`config.mk`:
```
export PLATFORM = sky130hd
export DESIGN_NAME = spi_shift_engine
export DESIGN_NICKNAME = d
export VERILOG_FILES = /design/src/rtl/spi_shift_engine.sv
export SDC_FILE = /design/constraint.sdc
export NUM_CORES = 1
export LEC_CHECK = 0
export ABC_AREA = 1
export BUFFER_PORTS_ARGS = -buffer_cell sky130_fd_sc_hd__buf_4
export CAP_MARGIN = 30
export CORE_MARGIN = 5
export CORE_UTILIZATION = 35
export CTS_CLUSTER_SIZE = 20
export DETAILED_ROUTE_END_ITERATION = 16
export MAX_ROUTING_LAYER = met4
export PLACE_DENSITY_LB_ADDON = 0.3
export SYNTH_ARGS = -nofsm -noshare
export SYNTH_HDL_FRONTEND = slang
export SYNTH_SLANG_ARGS = --single-unit
```
`constraint.sdc`:
```
create_clock -name clk -period 3.7 [get_ports clk]
set_clock_uncertainty 0.2 [all_clocks]
set_input_delay 0.74 -clock clk [delete_from_list [all_inputs] [get_ports clk]]
set_output_delay 0.74 -clock clk [all_outputs]
set_load 0.02 [all_outputs]
```
`src/rtl/spi_shift_engine.sv`:
```
module spi_shift_engine #(
  parameter int DATA_W = 8,
  parameter int CODE_W = 3
) (
  input  logic              clk,
  input  logic              rst_n,
  input  logic              en,
  input  logic [16:0]       cfg,
  input  logic              tx_valid,
  input  logic [DATA_W-1:0] tx_data,
  output logic              tx_ready,
  output logic              tx_full,
  output logic              rx_valid,
  output logic [DATA_W-1:0] rx_data,
  input  logic              rx_ready,
  output logic              sclk,
  output logic              mosi,
  input  logic              miso,
  output logic [3:0]        cs_n,
  input  logic              ss_in_n,
  output logic              mode_fault
);
  localparam int B_MEN  = 0;
  localparam int B_CPOL = 1;
  localparam int B_CPHA = 2;
  localparam int B_DIV  = 3;
  localparam int B_DEC  = 9;
  localparam int B_CS   = 10;
  localparam int B_FRC  = 14;
  localparam int B_MSE  = 15;
  localparam int B_MST  = 16;
  localparam int HALF_W = 2 ** CODE_W;
  localparam int EDGES  = 2 * DATA_W;
  localparam int EC_W   = $clog2(EDGES);

  logic              cpol_l, cpha_l;
  logic              shifting_q, burst_q, run_q, mst_q, halt_q, fault_q;
  logic              rxv_q, mosi_q, sclk_q;
  logic [DATA_W-1:0] sh_q, rx_q, rxd_q;
  logic [HALF_W-1:0] div_q, half_q;
  logic [EC_W-1:0]   edge_q;
  logic [3:0]        sel_n;

  logic cfg_unused;
  assign cfg_unused = ^cfg[8:6];

  wire              active     = en & cfg[B_MEN];
  wire              fault_cond = active & ~ss_in_n;
  wire [CODE_W-1:0] code       = cfg[B_DIV +: CODE_W];
  wire [CODE_W-1:0] code_eff   = (code == '0) ? CODE_W'(1) : code;
  wire [3:0]        field      = cfg[B_CS +: 4];
  wire              go         = cfg[B_MSE] ? run_q : 1'b1;
  wire              can_start  = active & ~shifting_q & ~halt_q & ~fault_cond &
                                 tx_valid & go & (~rxv_q | rx_ready);
  wire              tick       = shifting_q & (div_q == half_q - 1'b1);
  wire              leading    = ~edge_q[0];
  wire              last       = (edge_q == EC_W'(EDGES - 1));
  wire              samp       = tick & (leading ^ cpha_l);
  wire              drv        = tick & ~(leading ^ cpha_l) & ~last;
  wire [DATA_W-1:0] rx_next    = {rx_q[DATA_W-2:0], miso};

  assign tx_ready   = can_start;
  assign tx_full    = tx_valid & ~can_start;
  assign rx_valid   = rxv_q;
  assign rx_data    = rxd_q;
  assign sclk       = sclk_q;
  assign mosi       = mosi_q;
  assign mode_fault = fault_q;

  always_comb begin
    if (cfg[B_DEC]) begin
      for (int i = 0; i < 4; i++) sel_n[i] = ~(field == 4'(i));
    end else begin
      sel_n = field;
    end
  end

  assign cs_n = (cfg[B_FRC] | burst_q) ? sel_n : 4'hF;

  always_ff @(posedge clk or negedge rst_n) begin
    if (!rst_n) begin
      cpol_l     <= 1'b0;
      cpha_l     <= 1'b0;
      shifting_q <= 1'b0;
      burst_q    <= 1'b0;
      run_q      <= 1'b0;
      mst_q      <= 1'b0;
      halt_q     <= 1'b0;
      fault_q    <= 1'b0;
      rxv_q      <= 1'b0;
      mosi_q     <= 1'b0;
      sclk_q     <= 1'b0;
      sh_q       <= '0;
      rx_q       <= '0;
      rxd_q      <= '0;
      div_q      <= '0;
      half_q     <= '0;
      edge_q     <= '0;
    end else begin
      mst_q <= cfg[B_MST];
      if (cfg[B_MST] & ~mst_q) run_q <= 1'b1;
      else if (~shifting_q & ~tx_valid) run_q <= 1'b0;

      if (!en) begin
        cpol_l <= cfg[B_CPOL];
        cpha_l <= cfg[B_CPHA];
        halt_q <= 1'b0;
      end else if (fault_cond) begin
        halt_q <= 1'b1;
      end
      fault_q <= fault_cond & ~halt_q;

      if (rxv_q & rx_ready) rxv_q <= 1'b0;

      if (!active || fault_cond) begin
        shifting_q <= 1'b0;
        burst_q    <= 1'b0;
        sclk_q     <= en ? cpol_l : cfg[B_CPOL];
      end else if (can_start) begin
        shifting_q <= 1'b1;
        burst_q    <= 1'b1;
        div_q      <= '0;
        edge_q     <= '0;
        rx_q       <= '0;
        half_q     <= HALF_W'(1) << code_eff;
        if (cpha_l) begin
          sh_q <= tx_data;
        end else begin
          mosi_q <= tx_data[DATA_W-1];
          sh_q   <= {tx_data[DATA_W-2:0], 1'b0};
        end
      end else if (tick) begin
        div_q  <= '0;
        edge_q <= edge_q + 1'b1;
        sclk_q <= ~sclk_q;
        if (samp) rx_q <= rx_next;
        if (drv) begin
          mosi_q <= sh_q[DATA_W-1];
          sh_q   <= {sh_q[DATA_W-2:0], 1'b0};
        end
        if (last) begin
          shifting_q <= 1'b0;
          rxv_q      <= 1'b1;
          rxd_q      <= samp ? rx_next : rx_q;
          if (!(tx_valid & go)) burst_q <= 1'b0;
        end
      end else if (shifting_q) begin
        div_q <= div_q + 1'b1;
      end
    end
  end


  sclk_idle_chk: assert property (@(posedge clk) disable iff (!rst_n)
    (en && !shifting_q) |-> (sclk_q == cpol_l));


  mode_latch_chk: assert property (@(posedge clk) disable iff (!rst_n)
    ($past(en) && en) |-> ($stable(cpol_l) && $stable(cpha_l)));


  load_chk: assert property (@(posedge clk) disable iff (!rst_n)
    can_start |=> shifting_q);


  man_hold_chk: assert property (@(posedge clk) disable iff (!rst_n)
    (cfg[B_MSE] && !run_q) |-> !tx_ready);


  fault_pulse_chk: assert property (@(posedge clk) disable iff (!rst_n)
    fault_q |=> !fault_q);


  rx_hold_chk: assert property (@(posedge clk) disable iff (!rst_n)
    (rxv_q && !rx_ready) |=> (rxv_q && $stable(rxd_q)));
endmodule

```
==> results of run 1 <==
[power by group through the flow]
stage,Clock (mW),Sequential (mW),Combinational (mW)
3_5_place_dp,0,0.693,0.390
4_1_cts,0.341,0.682,0.391
5_1_grt,0.355,0.687,0.438
3_3_place_gp,0,0.693,0.382
6_report,0.324,0.680,0.387
2_1_floorplan,0,0.683,0.285
[path summary, 6_finish.rpt]
check	to	cells past startpoint
setup / recovery	tx_full	7
hold / removal	mode_fault$_DFF_PN0_	1
setup reg to reg	div_q[7]$_DFFE_PN0P_	13
hold reg to reg	mode_fault$_DFF_PN0_	1
max in group asynchronous	burst_q$_DFFE_PN0P_	1
min in group asynchronous	sh_q[5]$_DFFE_PN0P_	1
[cell usage in the layout (no fill, tap or decap), types with 3 or more instances in the layout]
cell type                  count
sky130_fd_sc_hd__nand2_1     156
sky130_fd_sc_hd__dfrtp_1      55
sky130_fd_sc_hd__buf_4        47
sky130_fd_sc_hd__inv_1        37
sky130_fd_sc_hd__nor2_1       30
sky130_fd_sc_hd__nand3_1      30
sky130_fd_sc_hd__o21ai_0      21
sky130_fd_sc_hd__nand4_1      18
sky130_fd_sc_hd__xor2_1        8
sky130_fd_sc_hd__inv_2         7
sky130_fd_sc_hd__a31oi_1       7
sky130_fd_sc_hd__clkbuf_8      5
sky130_fd_sc_hd__nand2_4       4
sky130_fd_sc_hd__nand2_2       3
sky130_fd_sc_hd__o21ai_2       3
sky130_fd_sc_hd__xnor2_1       3
sky130_fd_sc_hd__ha_1          3
sky130_fd_sc_hd__clkinv_2      3
[through the flow]
stage	std cells	power, mW	utilization (%)	area [um2]	worst slack (ps)
after floorplan	416	0.968	-	3160	936
after global placement	564	1.08	41.2	3610	861
after detailed placement	564	1.08	41.2	3610	872
after CTS	572	1.41	42.2	3690	866
after global routing	572	1.48	42.2	3690	755
final	572	1.39	42.2	3690	872
[final cells by class]
class	count	area (um2)	area share, %
repair buffers	47	353	9.55
clock buffers	5	68.8	1.86
clock inverters	3	15.0	0.406
flip-flops and latches	55	1380	37.3
multi-input cells	309	1580	42.7
inverters	45	169	4.57
well taps	108	135	3.66
[logic make-up after synthesis]
group	synth area share, %
compound gates	6.97
simple gates	38.2
flops	43.5
fa+ha+maj	1.19
buf+inv	6.57
xor+xnor	3.56
[state kept, by name, summed over array words and instances (netlist names)]
register    cells
burst_q         1
cpha_l          1
cpol_l          1
div_q           8
edge_q          4
half_q          8
halt_q          1
mode_fault      1
mosi            1
mst_q           1
run_q           1
rx_data         8
rx_q            8
rx_valid        1
sclk            1
sh_q            8
shifting_q      1
[worst register-to-register path: cells and delay by family (launching register included)]
family,cells,cell delay [ps]
AOI/OAI and AO/OA,1,150
adders and majority gates,1,250
buffers and inverters,2,330
DFF,1,410
and+or+nand+nor,9,1080
[routing by layer]
| layer | share of wire, % | wire length, um | vias to the layer above | track usage [%] |
|---|---|---|---|---|
| met5 | 0 | 0 | - | - |
| met4 | 1.3 | 91 | 0 | 3.56 |
| met3 | 2.8 | 193 | 6 | 1.91 |
| met2 | 49 | 3360 | 45 | 22.0 |
| met1 | 47 | 3280 | 1278 | 17.0 |
| li1 | - | - | 1428 | - |
==> impl_results.html, run 1 <==
<table>
<tr><th>Metric</th><th>Value</th></tr>
<tr><th colspan="2">Run status</th></tr>
<tr><td>Outcome</td><td>completed</td></tr>
<tr><th colspan="2">Critical path</th></tr>
<tr><td>Sequence of cells on the critical path</td><td>buf_4 &gt; nand3_2 &gt; inv_2 &gt; nand3b_4 &gt; inv_2 &gt; nor2_1 &gt; buf_4</td></tr>
<tr><td>Max FO, Critical Path</td><td>12</td></tr>
<tr><td>Biggest cell delay along the critical path</td><td>about 250 ps</td></tr>
<tr><td>Kind of end point of the critical path</td><td>output pin</td></tr>
<tr><td>Worst Setup Start Kind</td><td>input port</td></tr>
<tr><td>Launch point of the critical path</td><td>en</td></tr>
<tr><td>Dominant delay contributor by cell family on the critical path</td><td>buffers and inverters</td></tr>
<tr><td>Total buffers and inverters traversed by the critical path</td><td>4</td></tr>
<tr><td>Source of the worst register-to-register timing path</td><td>half_q[0]$_DFFE_PN0P_</td></tr>
<tr><td>Critical setup path kind</td><td>in -&gt; out</td></tr>
<tr><td>Register-to-register setup slack</td><td>roughly 1200 ps</td></tr>
<tr><td>Data required time at the worst endpoint</td><td>between 2000 and 3000 ps</td></tr>
<tr><td>CP Data Arrival Time</td><td>1890 ps</td></tr>
<tr><td>Slowest stage cell, crit path</td><td>sky130_fd_sc_hd__inv_2</td></tr>
<tr><th colspan="2">Route</th></tr>
<tr><td>Residual antenna-violating net count after detailed routing</td><td>0</td></tr>
<tr><td>Number of vias in the routed layout</td><td>about 2800</td></tr>
<tr><td>Vias per inst</td><td>approximately 4.8</td></tr>
<tr><td>Post-Route WL</td><td>around 7 mm</td></tr>
<tr><td>Detailed Routing Iterations Pass 1</td><td>4</td></tr>
<tr><td>Remaining DRCs</td><td>0</td></tr>
<tr><td>DR iter-0 viols</td><td>just over 80</td></tr>
<tr><td>Average detailed-routed wire length per instance</td><td>12.1 um</td></tr>
<tr><th colspan="2">Floorplan</th></tr>
<tr><td>Total I/O pin count</td><td>50</td></tr>
<tr><td>X dimension of the die</td><td>between 100 and 150 um</td></tr>
<tr><td>Placeable core region</td><td>around 0.0088 mm2</td></tr>
<tr><td>DIE AREA</td><td>roughly 0.011 mm2</td></tr>
<tr><td>Starting utilization of the core area</td><td>roughly 36%</td></tr>
<tr><td>Row cnt</td><td>34</td></tr>
<tr><td>Vertical die dimension</td><td>105 um</td></tr>
<tr><th colspan="2">Global routing</th></tr>
<tr><td>Wire length of the first global-routing pass</td><td>approximately 12 mm</td></tr>
<tr><td>GR Overflow Total</td><td>0</td></tr>
<tr><td>Vias in the first global route</td><td>about 2700</td></tr>
<tr><td>Antenna violations before repair</td><td>0</td></tr>
<tr><td>Overall track demand over capacity in global routing</td><td>between 10% and 20%</td></tr>
<tr><td>Largest net degree at the start of global routing</td><td>56</td></tr>
<tr><th colspan="2">Placed design</th></tr>
<tr><td>Sum of net half-perimeters after detailed placement</td><td>5.20 mm</td></tr>
<tr><td>Routability cong.</td><td>roughly 0.85</td></tr>
<tr><td># port buffers</td><td>46</td></tr>
<tr><th colspan="2">Pwr</th></tr>
<tr><td>Proportion of power drawn by the clock network</td><td>between 20% and 30%</td></tr>
<tr><td>Net switching share of the total power</td><td>between 30% and 40%</td></tr>
<tr><td>Pwr Density</td><td>376 mW/mm2</td></tr>
<tr><td>Gate power share</td><td>27.8%</td></tr>
<tr><td>Total net switching power</td><td>0.479 mW</td></tr>
<tr><td>Internal</td><td>0.912 mW</td></tr>
<tr><td>Share of power burned in registers</td><td>about half</td></tr>
<tr><td>Maximum VDD drop</td><td>around 0.00013 V</td></tr>
<tr><td>P_leak</td><td>~2.1 nW</td></tr>
<tr><th colspan="2">Synthesis</th></tr>
<tr><td>Most area-hungry cell type in the Yosys netlist</td><td>sky130_fd_sc_hd__dfrtp_1</td></tr>
<tr><td>Area fraction of the dominant cell type after synthesis</td><td>about 44%</td></tr>
<tr><td>Number of flops mapped to enable cells by yosys</td><td>0</td></tr>
<tr><td>Total nets after synthesis</td><td>roughly 450</td></tr>
<tr><td>Netlist area before placement</td><td>~0.0032 mm2</td></tr>
<tr><td>Synth async-reset ratio</td><td>between 90% and 100%</td></tr>
<tr><td>Synth area leaders</td><td>sky130_fd_sc_hd__dfrtp_1 44%, sky130_fd_sc_hd__nand2_1 19%, sky130_fd_sc_hd__nand3_1 4.7%</td></tr>
<tr><td>Mapped Avg Cell Area</td><td>7.60 um2</td></tr>
<tr><td>Yosys reg bits</td><td>55</td></tr>
<tr><td>Number of instances in the synthesized netlist</td><td>around 420</td></tr>
<tr><td>Most used standard cell by instance count after synthesis</td><td>sky130_fd_sc_hd__nand2_1</td></tr>
<tr><td>Commonest cells post-synth</td><td>156 x sky130_fd_sc_hd__nand2_1, 55 x sky130_fd_sc_hd__dfrtp_1, 37 x sky130_fd_sc_hd__inv_1</td></tr>
<tr><td>Sequential-to-total area share from yosys stat</td><td>a little over two fifths</td></tr>
<tr><td>Flip-flop cell with the highest count after synthesis</td><td>sky130_fd_sc_hd__dfrtp_1</td></tr>
<tr><td>Synth Warn #</td><td>0</td></tr>
<tr><td>Count of cell types in the netlist</td><td>37</td></tr>
<tr><th colspan="2">Min path</th></tr>
<tr><td>Type of the most critical hold path</td><td>reg -&gt; reg</td></tr>
<tr><td>Beginning of the worst hold path</td><td>halt_q$_DFFE_PN0P_</td></tr>
<tr><th colspan="2">Timing</th></tr>
<tr><td>Portion of the clock cycle consumed by the worst path in the final layout</td><td>76.4%</td></tr>
<tr><td>Total Negative Setup Slacks</td><td>0 ps</td></tr>
<tr><td>Hold slack</td><td>about 220 ps</td></tr>
<tr><td>Number of pins with negative max-slew slack in the final report</td><td>0</td></tr>
<tr><td>Max transition margin</td><td>47.9%</td></tr>
<tr><td>Final period demand of the worst path</td><td>between 2000 and 3000 ps</td></tr>
<tr><td>Slew at the pin closest to its max-slew limit</td><td>roughly 780 ps</td></tr>
<tr><td>Setup repair after global routing missed its margin</td><td>no</td></tr>
<tr><td>Maximum clock rate</td><td>354 MHz</td></tr>
<tr><td>Hold Violations, Final</td><td>0</td></tr>
<tr><td>Number of setup violations in the final report</td><td>0</td></tr>
<tr><th colspan="2">CTS</th></tr>
<tr><td>Cts hold-fix bufs</td><td>0</td></tr>
<tr><td>Clock net sink count</td><td>55</td></tr>
<tr><td>Root buffer selected by CTS</td><td>sky130_fd_sc_hd__clkbuf_8</td></tr>
<tr><td>H-tree depth</td><td>2</td></tr>
<tr><td>Clock buffer count from CTS</td><td>5</td></tr>
<tr><td>Clock tree from TritonCTS</td><td>yes</td></tr>
<tr><td>Clk buf depth</td><td>2</td></tr>
<tr><td>Number of buffers added for setup after CTS</td><td>0</td></tr>
<tr><td>Count of instances resized after the clock tree is built</td><td>0</td></tr>
<tr><td>Clock slew at the register clock pins of the worst setup and hold paths</td><td>around 90 ps</td></tr>
<tr><td>Clock network latency to the later pin of the worst-skew pair</td><td>310 ps</td></tr>
<tr><th colspan="2">Finish</th></tr>
<tr><td>Fillers</td><td>roughly 920</td></tr>
<tr><td>Share of post-route cells with drive strength above 1</td><td>18.5%</td></tr>
<tr><td>Growth of design area from synthesis to finish</td><td>16.9%</td></tr>
<tr><td>Number of diodes</td><td>0</td></tr>
<tr><td>Final net count</td><td>498</td></tr>
<tr><th colspan="2">Job</th></tr>
<tr><td>Max Cap Violations</td><td>0</td></tr>
</table>
Note: power is estimated with default switching activity, not from simulation.
==> run 2: changes to the inputs <==
clock period = 2.45 ns   (was 3.7 ns; I/O delays follow)
==> impl_results.html, run 2 (synthesized netlist as in run 1, its figures left out) <==
<table>
<tr><th>Metric</th><th>Value</th></tr>
<tr><th colspan="2">Run status</th></tr>
<tr><td>Outcome</td><td>completed</td></tr>
<tr><th colspan="2">Global routing</th></tr>
<tr><td>Antenna violations before repair</td><td>0 (unchanged)</td></tr>
<tr><td>Overall track demand over capacity in global routing</td><td>13.6% (+0.30 points)</td></tr>
<tr><td>Largest net degree at the start of global routing</td><td>56 (unchanged)</td></tr>
<tr><td>GR Overflow Total</td><td>0 (unchanged)</td></tr>
<tr><td>Wire length of the first global-routing pass</td><td>12.4 mm (+1.5%)</td></tr>
<tr><td>Vias in the first global route</td><td>2692 (-0.55%)</td></tr>
<tr><th colspan="2">Finish</th></tr>
<tr><td>Fillers</td><td>895 (-2.3%)</td></tr>
<tr><td>Final non-filler cell total</td><td>586 (+2.4%)</td></tr>
<tr><td>Final net count</td><td>512 (+2.8%)</td></tr>
<tr><td>Share of post-route cells with drive strength above 1</td><td>22.0% (+3.4 points)</td></tr>
<tr><td>Core utilization of the finished layout</td><td>44.0% (+1.9 points)</td></tr>
<tr><td>Growth of design area from synthesis to finish</td><td>22.0%</td></tr>
<tr><td>Most common cell after layout, fill and taps aside</td><td>sky130_fd_sc_hd__nand2_1</td></tr>
<tr><td>Number of diodes</td><td>0 (unchanged)</td></tr>
<tr><td>Most frequent cells in the layout</td><td>155 x sky130_fd_sc_hd__nand2_1, 61 x sky130_fd_sc_hd__buf_4, 55 x sky130_fd_sc_hd__dfrtp_1</td></tr>
<tr><th colspan="2">Timing</th></tr>
<tr><td>Slew at the pin closest to its max-slew limit</td><td>719 ps (-56.9 ps)</td></tr>
<tr><td>Portion of the clock cycle consumed by the worst path in the final layout</td><td>roughly nine tenths</td></tr>
<tr><td>Final period demand of the worst path</td><td>2250 ps</td></tr>
<tr><td>Number of pins with negative max-slew slack in the final report</td><td>0 (unchanged)</td></tr>
<tr><td>Max transition margin</td><td>52.1% (+4.2 points)</td></tr>
<tr><td>Hold slack</td><td>11.1 ps (-212 ps)</td></tr>
<tr><td>Maximum clock rate</td><td>between 400 and 500 MHz</td></tr>
<tr><td>Number of setup violations in the final report</td><td>0 (unchanged)</td></tr>
<tr><td>Hold Violations, Final</td><td>0 (unchanged)</td></tr>
<tr><th colspan="2">Pwr</th></tr>
<tr><td>Gate power share</td><td>27.5% (-0.3 points)</td></tr>
<tr><td>P_leak</td><td>2.13 nW (+2.7%)</td></tr>
<tr><td>Proportion of power drawn by the clock network</td><td>27.6% (+4.3 points)</td></tr>
<tr><td>Overall Power</td><td>2.29 mW (+64%)</td></tr>
<tr><td>Internal</td><td>1.54 mW (+69%)</td></tr>
<tr><td>Share of power burned in registers</td><td>44.9% (-4.0 points)</td></tr>
<tr><td>Pwr Density</td><td>592 mW/mm2 (+57%)</td></tr>
<tr><td>Total net switching power</td><td>0.743 mW (+55%)</td></tr>
<tr><td>Maximum VDD drop</td><td>0.000330 V (+150%)</td></tr>
<tr><td>Net switching share of the total power</td><td>32.5% (-2.0 points)</td></tr>
<tr><th colspan="2">Critical path</th></tr>
<tr><td>Crit path capture</td><td>div_q[7]$_DFFE_PN0P_</td></tr>
<tr><td>Launch point of the critical path</td><td>half_q[0]$_DFFE_PN0P_</td></tr>
<tr><td>Worst Setup Start Kind</td><td>flop</td></tr>
<tr><td>Source of the worst register-to-register timing path</td><td>half_q[0]$_DFFE_PN0P_</td></tr>
<tr><td>Max FO, Critical Path</td><td>16 (+4)</td></tr>
<tr><td>Biggest cell delay along the critical path</td><td>420 ps (+170 ps)</td></tr>
<tr><td>Slowest stage cell, crit path</td><td>sky130_fd_sc_hd__dfrtp_1</td></tr>
<tr><td>Critical setup path kind</td><td>reg -&gt; reg</td></tr>
<tr><td>Dominant delay contributor by cell family on the critical path</td><td>simple AND/OR/NAND/NOR gates</td></tr>
<tr><td>Sequence of cells on the critical path</td><td>inv_2 &gt; ha_2 &gt; nand2_1 &gt; inv_1 &gt; nor2_1 &gt; nand3_1 &gt; inv_1 &gt; nand3_2 &gt; nor2_8 &gt; nand2_4 &gt; nand2_4 &gt; nand2_8 &gt; clkinvlp_4 &gt; nor2_1</td></tr>
<tr><td>Register-to-register setup slack</td><td>200 ps (-980 ps)</td></tr>
<tr><td>Depth of the critical timing path with buffers and inverters included</td><td>14 (+7)</td></tr>
<tr><td>Data required time at the worst endpoint</td><td>2460 ps (-300 ps)</td></tr>
<tr><td>Terminus of the critical flop-to-flop path</td><td>div_q[7]$_DFFE_PN0P_</td></tr>
<tr><td>Total buffers and inverters traversed by the critical path</td><td>4 (unchanged)</td></tr>
<tr><td>Depth of the most critical reg-to-reg path</td><td>14 (+1)</td></tr>
<tr><td>CP Data Arrival Time</td><td>2260 ps (+370 ps)</td></tr>
<tr><td>Kind of end point of the critical path</td><td>flop</td></tr>
<tr><th colspan="2">Route</th></tr>
<tr><td>Average detailed-routed wire length per instance</td><td>12.3 um (+1.6%)</td></tr>
<tr><td>Top sig layer</td><td>met4</td></tr>
<tr><td>Metal1 wirelength</td><td>3.35 mm (+2.2%)</td></tr>
<tr><td>Post-Route WL</td><td>7.21 mm (+4.1%)</td></tr>
<tr><td>Residual antenna-violating net count after detailed routing</td><td>0 (unchanged)</td></tr>
<tr><td>Detailed Routing Iterations Pass 1</td><td>4 (unchanged)</td></tr>
<tr><td>Remaining DRCs</td><td>0 (unchanged)</td></tr>
<tr><td>Total met3 wirelength after detailed routing</td><td>219 um (+13%)</td></tr>
<tr><td>Vias per inst</td><td>4.85 (+0.66%)</td></tr>
<tr><td>Number of vias in the routed layout</td><td>2843 (+3.1%)</td></tr>
<tr><td>Length of routed met2 wiring</td><td>3.52 mm (+4.8%)</td></tr>
<tr><td>DR iter-0 viols</td><td>141 (+70%)</td></tr>
<tr><th colspan="2">Placed design</th></tr>
<tr><td># port buffers</td><td>46 (unchanged)</td></tr>
<tr><td>Post-placement cell count</td><td>573 (+1.6%)</td></tr>
<tr><td>Routability cong.</td><td>0.822 (-2.8%)</td></tr>
<tr><td>Sum of net half-perimeters after detailed placement</td><td>5.31 mm (+2.0%)</td></tr>
<tr><th colspan="2">CTS</th></tr>
<tr><td>Clock buffer count from CTS</td><td>5 (unchanged)</td></tr>
<tr><td>Cts hold-fix bufs</td><td>0 (unchanged)</td></tr>
<tr><td>Clock net sink count</td><td>55 (unchanged)</td></tr>
<tr><td>Clock slew at the register clock pins of the worst setup and hold paths</td><td>100 ps (about the same)</td></tr>
<tr><td>Root buffer selected by CTS</td><td>sky130_fd_sc_hd__clkbuf_8</td></tr>
<tr><td>Clock network latency to the later pin of the worst-skew pair</td><td>310 ps (about the same)</td></tr>
<tr><td>Clock tree from TritonCTS</td><td>yes</td></tr>
<tr><td>Clk buf depth</td><td>2 (unchanged)</td></tr>
<tr><td>H-tree depth</td><td>2 (unchanged)</td></tr>
<tr><th colspan="2">Floorplan</th></tr>
<tr><td>Row cnt</td><td>34 (unchanged)</td></tr>
<tr><td>Starting utilization of the core area</td><td>36.1% (unchanged)</td></tr>
<tr><td>Placeable core region</td><td>0.00876 mm2 (unchanged)</td></tr>
<tr><td>DIE AREA</td><td>0.0110 mm2 (unchanged)</td></tr>
<tr><td>Total I/O pin count</td><td>50 (unchanged)</td></tr>
<tr><td>Vertical die dimension</td><td>105 um (unchanged)</td></tr>
<tr><td>X dimension of the die</td><td>105 um (unchanged)</td></tr>
<tr><th colspan="2">Min path</th></tr>
<tr><td>Type of the most critical hold path</td><td>in -&gt; async</td></tr>
<tr><th colspan="2">Job</th></tr>
<tr><td>Max Cap Violations</td><td>0 (unchanged)</td></tr>
</table>
[run 2: power by group through the flow]
| stage | logic [mW] | clock network, mW | registers [mW] |
|---|---|---|---|
| 2_1_floorplan | 0.431 | 0 | 1.03 |
| 3_3_place_gp | 0.598 | 0 | 1.05 |
| 3_5_place_dp | 0.611 | 0 | 1.05 |
| 4_1_cts | 0.614 | 0.663 | 1.03 |
| 5_1_grt | 0.712 | 0.691 | 1.04 |
| 6_report | 0.630 | 0.630 | 1.03 |
[run 2: area by class of cell]
class | instances | area [um2] | share of cell area (%)
Clock buffer | 6 | 82.6 | 2.14
Clock inverter | 2 | 35.0 | 0.908
Inverter | 45 | 173 | 4.47
Multi-Input combinational cell | 309 | 1600 | 41.4
Sequential cell | 55 | 1380 | 35.7
Tap cell | 108 | 135 | 3.50
Timing Repair Buffer | 61 | 458 | 11.9
[run 2: through the flow]
step	TNS (ps)	cell area (um2)	setup slack [ps]
finish	0	3860	196
floorplan	0	3160	186
global route	-19.2	3860	-10.5
CTS	0	3800	48.8
detailed placement	0	3680	72.8
global placement	0	3680	133
[run 2: timing repair]
item                       4_1_cts  5_1_grt
gates resized for setup          0        6
setup endpoints to repair        0       36
buffers inserted                 0        5
[run 2: routing by layer]
metal,GRT usage [%],vias to the layer above
met4,3.93,0
met3,1.66,10
met5,-,-
li1,-,1459
met1,17.5,1317
met2,22.4,57
[run 2: how the worst min path moves through the flow]
stage | end | slack (ps) | from | cells past startpoint
floorplan | burst_q$_DFFE_PN0P_ | -6 | rst_n | 0
global placement | run_q$_DFFE_PN0P_ | 210 | mst_q$_DFF_PN0_ | 1
detailed placement | mode_fault$_DFF_PN0_ | 220 | halt_q$_DFFE_PN0P_ | 1
CTS | sh_q[4]$_DFFE_PN0P_ | 50 | rst_n | 1
global route | mst_q$_DFF_PN0_ | 80 | cfg[16] | 1
finish | mosi$_DFFE_PN0P_ | 10 | rst_n | 1
